--- config.mk ---
export PLATFORM = sky130hd
export DESIGN_NAME = ata_drive_responder
export DESIGN_NICKNAME = d
export VERILOG_FILES = /design/src/rtl/ata_resp_pkg.sv /design/src/rtl/ata_resp_ctrl.sv /design/src/rtl/ata_resp_dp.sv /design/src/rtl/ata_drive_responder.sv
export SDC_FILE = /design/constraint.sdc
export NUM_CORES = 1
export LEC_CHECK = 0
export ABC_AREA = 1
export ABC_CLOCK_PERIOD_IN_PS = 800
export BUFFER_PORTS_ARGS = -buffer_cell sky130_fd_sc_hd__buf_2
export CORE_AREA = 2 2 39 41
export DETAILED_ROUTE_END_ITERATION = 12
export DIE_AREA = 0 0 41 43
export GPL_TIMING_DRIVEN = 0
export HOLD_SLACK_MARGIN = 0.03
export PLACE_DENSITY = 0.6
export SLEW_MARGIN = 40
export SYNTH_ARGS = -nofsm -noshare
export SYNTH_HDL_FRONTEND = slang
export SYNTH_HIERARCHICAL = 1
export SYNTH_SLANG_ARGS = --single-unit
--- constraint.sdc ---
create_clock -name clk -period 0.8 [get_ports clk]
set_input_delay 0 -clock clk [delete_from_list [all_inputs] [get_ports clk]]
set_output_delay 0 -clock clk [all_outputs]
set_load 0.01 [all_outputs]
--- src/rtl/ata_resp_pkg.sv ---
package ata_resp_pkg;
  typedef struct packed {
    logic loadCfg;
    logic latchDrive;
  } ctlStrobe_t;
endpackage

--- src/rtl/ata_resp_ctrl.sv ---
module ata_resp_ctrl
  import ata_resp_pkg::*;
#(
  parameter int ADDR_W = 10,
  parameter logic [ADDR_W-1:0] PRI_BASE = 10'h1F0,
  parameter logic [ADDR_W-1:0] SEC_BASE = 10'h170,
  parameter int DH_OFFSET = 6
) (
  input  logic [ADDR_W-1:0] regAddr,
  input  logic              regWrEn,
  input  logic              cfgWrEn,
  output ctlStrobe_t        strobe
);
  localparam int NUM_BASES = 2;
  localparam logic [ADDR_W-1:0] OFFS = ADDR_W'(DH_OFFSET);
  localparam logic [ADDR_W-1:0] DH_ADDR [NUM_BASES] = '{PRI_BASE + OFFS, SEC_BASE + OFFS};

  logic [NUM_BASES-1:0] baseHit;

  // one comparator per task-file base
  for (genvar gi = 0; gi < NUM_BASES; gi++) begin : gHit
    assign baseHit[gi] = (regAddr == DH_ADDR[gi]);
  end

  always_comb begin
    strobe.latchDrive = regWrEn && (|baseHit);
    strobe.loadCfg    = cfgWrEn;
  end
endmodule

--- src/rtl/ata_resp_dp.sv ---
module ata_resp_dp
  import ata_resp_pkg::*;
#(
  parameter int DATA_W = 8,
  parameter int DRIVE_BIT = 4,
  parameter logic [DATA_W-1:0] VARIANT_TAG = 'h10
) (
  input  logic              clk,
  input  logic              rstN,
  input  ctlStrobe_t        strobe,
  input  logic [DATA_W-1:0] regWrData,
  input  logic [DATA_W-1:0] cfgWrData,
  output logic [DATA_W-1:0] cfgRdData,
  output logic              busDriveEn
);
  localparam int RSVD_W = DATA_W - 2;
  localparam logic [RSVD_W-1:0] RSVD_VAL = VARIANT_TAG[DATA_W-1:2];

  logic msEnable;
  logic idBit;
  logic drvBit;

  always_ff @(posedge clk) begin
    if (!rstN) begin
      msEnable <= 1'b0;
      idBit    <= 1'b0;
      drvBit   <= 1'b0;
    end else begin
      if (strobe.loadCfg) begin
        msEnable <= cfgWrData[0];
        idBit    <= cfgWrData[1];
      end
      if (strobe.latchDrive) drvBit <= regWrData[DRIVE_BIT];
    end
  end

  assign cfgRdData  = {RSVD_VAL, idBit, msEnable};
  assign busDriveEn = !msEnable || (drvBit == idBit);
endmodule

--- src/rtl/ata_drive_responder.sv ---
module ata_drive_responder
  import ata_resp_pkg::*;
#(
  parameter int ADDR_W = 10,
  parameter int DATA_W = 8,
  parameter logic [ADDR_W-1:0] PRI_BASE = 10'h1F0,
  parameter logic [ADDR_W-1:0] SEC_BASE = 10'h170,
  parameter int DH_OFFSET = 6,
  parameter int DRIVE_BIT = 4,
  parameter logic [DATA_W-1:0] VARIANT_TAG = 'h10
) (
  input  logic              clk,
  input  logic              rstN,
  input  logic [ADDR_W-1:0] regAddr,
  input  logic [DATA_W-1:0] regWrData,
  input  logic              regWrEn,
  input  logic              cfgWrEn,
  input  logic [DATA_W-1:0] cfgWrData,
  output logic [DATA_W-1:0] cfgRdData,
  output logic              busDriveEn
);
  ctlStrobe_t strobe;

  ata_resp_ctrl #(
    .ADDR_W(ADDR_W), .PRI_BASE(PRI_BASE), .SEC_BASE(SEC_BASE), .DH_OFFSET(DH_OFFSET)
  ) uCtrl (
    .regAddr(regAddr), .regWrEn(regWrEn), .cfgWrEn(cfgWrEn), .strobe(strobe)
  );

  ata_resp_dp #(
    .DATA_W(DATA_W), .DRIVE_BIT(DRIVE_BIT), .VARIANT_TAG(VARIANT_TAG)
  ) uDp (
    .clk(clk), .rstN(rstN), .strobe(strobe), .regWrData(regWrData),
    .cfgWrData(cfgWrData), .cfgRdData(cfgRdData), .busDriveEn(busDriveEn)
  );
endmodule

==> results.sh <==
export IMPL_critPathRequiredTime_ns=0.80
export IMPL_multi_input_area_um2=113.9
export IMPL_syn_to_final_growth_pct=79.40
export IMPL_grt_max_degree=5
export IMPL_cts_root_buffer="clkbuf_4"
export IMPL_gp_congestion=0.6722
export IMPL_numPortBuffers=17
export IMPL_htreeDepth=1
export IMPL_synth_seq_area_share=0.2412
export IMPL_wl_um=487
export IMPL_io_pins=39
export IMPL_cp_slowest_cell="dfxtp_2"
export IMPL_clock_latency_ns=0.23
export IMPL_vias_per_cell=3.239
export IMPL_hold_viol=0
export IMPL_syn_avg_cell_area_um2=5.790
export IMPL_cts_tree="done"
export IMPL_vias=285
export IMPL_slowest_delay_ns=0.34
export IMPL_worst_hold_path_type="input port to flop"
export IMPL_fp_dieW_um=41
export IMPL_worst_slack_ns=-0.03621
export IMPL_final_cell_count_no_fill=88
export IMPL_drc_errors=0
export IMPL_period_share=1.045
export IMPL_die_area_um2=1763
export IMPL_cts_inserted_buffers=3
export IMPL_nNetsFinal=103
export IMPL_coreArea_um2=1384
export IMPL_critPathBufInv=2
export IMPL_grt_usage=0.06526
export IMPL_path_cells="inv_2 > nand2_1 > nand3_1 > buf_2"
export IMPL_hold_end="uDp/drvBit"
export IMPL_num_fill_cells=158
export IMPL_syn_inst=43
export IMPL_status="finished with violations"
export IMPL_dr_pass1_iters=4
export IMPL_drt_iter0_drc=1
export IMPL_initial_core_util=0.1799
export IMPL_syn_area_um2=249.0
export IMPL_ys_warnings_count=6
export IMPL_ir_drop_v=0.0005087
export IMPL_setup_violations_final=1
export IMPL_final_cell_mix="buf_2, nand2_1, buf_4"
export IMPL_fin_skew_ns=0
export IMPL_powerDensity_nw_per_um2=1276
export IMPL_critPathTopFamily="flip-flops"
export IMPL_hold_start="regWrData[4]"
export IMPL_drv_cap=0
export IMPL_worst_r2r_endpoint="uDp/idBit"
export IMPL_finalCriticalPeriod_ns=0.8362
export IMPL_antenna_left=0
export IMPL_r2r_cells=3
export IMPL_diodes=0
export IMPL_crit_arrival_ns=0.84
export IMPL_antenna_found_initial=0
export IMPL_r2r_slack_ns=0.10
export IMPL_crit_fanout=4
export IMPL_die_height_um=43
export IMPL_drive_gt1_frac=0.5000
export IMPL_final_util=0.3228
export IMPL_fmax_ghz=1.196
export IMPL_grt_pass1_wl_um=793
export IMPL_dp_cells=80
export IMPL_wl_per_cell_um=5.534
export IMPL_gr_total_overflow=0
export IMPL_path_clk_slew_ns=0.04
export IMPL_yosysUniqueCellTypes=8
export IMPL_floorplan_rows=14
export IMPL_reg2reg_from="uDp/idBit"
export IMPL_worstHoldPathCells=5
export IMPL_cp_start_kind="flop"
export IMPL_worst_setup_path_end_kind="output pin"
export IMPL_p_leak_nw=0.2619
export IMPL_final_common_cell="buf_2"
export IMPL_regArea_um2=63.81
export IMPL_violations="setup timing"
export IMPL_clock_sinks=3
export IMPL_cts_path_max_buffers=2
export IMPL_grt_pass1_vias=242
export IMPL_drv_slew=0
export IMPL_ys_ff_latch=3
export IMPL_crit_type="flop to output pin"
export IMPL_rsz0062_at_grt="true"
export IMPL_dp_hpwl_um=423.8
[cell usage after synthesis]
library cell / count / area (um2)
nand3_1: 2 / 10.01
conb_1: 2 / 7.510
inv_1: 6 / 22.52
dfxtp_1: 3 / 60.06
nand2_1: 11 / 41.29
nor2_1: 9 / 33.78
buf_4: 9 / 67.56
nor2_2: 1 / 6.260
[logic make-up (layout without fill, tap and decap cells)]
| group | Yosys count | in the layout | share of synthesized area |
|---|---|---|---|
| buffers and inverters | 15 | 40 | 0.3618 |
| DFF | 3 | 3 | 0.2412 |
| other | 2 | 6 | 0.03016 |
| and+or+nand+nor | 23 | 23 | 0.3668 |
[worst min-delay path, delay by kind of cell]
kind                   cells  cell delay [ns]
AND/OR/NAND/NOR            3             0.12
buffers and inverters      2             0.13
[layer usage]
metal | routed length (um) | track usage | vias up
met5 | 0 | 0 | -
met1 | 196 | 0.06109 | 112
li1 | - | - | 165
met3 | 24 | 0 | 0
met4 | 0 | 0.06000 | 0
met2 | 266 | 0.1156 | 8
[where the power goes]
group | internal (mW) | switching [mW] | leakage [nW]
combinational | 0.0926 | 0.0558 | 0.221
sequential | 0.159 | 0.00631 | 0.0258
clock | 0.186 | 0.0696 | 0.0150
total | 0.438 | 0.132 | 0.262
[cell type report]
type	instances	share of cell area
multi-input combinational	29	0.2549
sequential	3	0.1429
tap	16	0.04482
inverter	6	0.05042
clock buffer	4	0.05882
buffer	9	0.1513
timing repair buffer	21	0.2969
[worst max path at each step]
| stage | cells after the start | end | from | slack (ns) |
|---|---|---|---|---|
| after floorplan | 2 | uDp/idBit | uDp/idBit | 0.25 |
| after global placement | 7 | uDp/drvBit | regAddr[9] | 0.14 |
| after detailed placement | 7 | uDp/drvBit | regAddr[9] | 0.14 |
| after CTS | 4 | busDriveEn | uDp/idBit | -0.06 |
| after global routing | 4 | busDriveEn | uDp/idBit | -0.09 |
| final | 4 | busDriveEn | uDp/idBit | -0.04 |
[sequential cells by signal, summed over array words and instances, names as in the netlist]
signal,flops
uDp/drvBit,1
uDp/idBit,1
uDp/msEnable,1
[metrics by stage]
step | setup WS (ns) | cell area [um2] | power (mW) | hold slack, ns | setup TNS (ns)
after global placement | 0.1446 | 369.1 | 0.2847 | 0.2497 | 0
after detailed placement | 0.1377 | 369.1 | 0.2879 | 0.2547 | 0
after floorplan | 0.2477 | 264.0 | 0.2418 | 0.1204 | 0
after CTS | -0.05533 | 440.4 | 0.5752 | 0.05575 | -0.05533
final | -0.03621 | 446.7 | 0.5698 | 0.05735 | -0.03621
after global routing | -0.09286 | 446.7 | 0.6059 | 0.09205 | -0.1098
[repair_timing]
| action | in CTS | in global routing |
|---|---|---|
| hold buffers | 2 | 0 |
| setup endpoints to repair | 3 | 3 |
| setup buffers | 2 | 0 |
| pin swaps | 1 | 0 |
| endpoints found under the hold margin | 3 | 0 |
| resized for setup | 4 | 2 |
| cloned | 0 | 0 |
(Power assumes the default switching activity.)
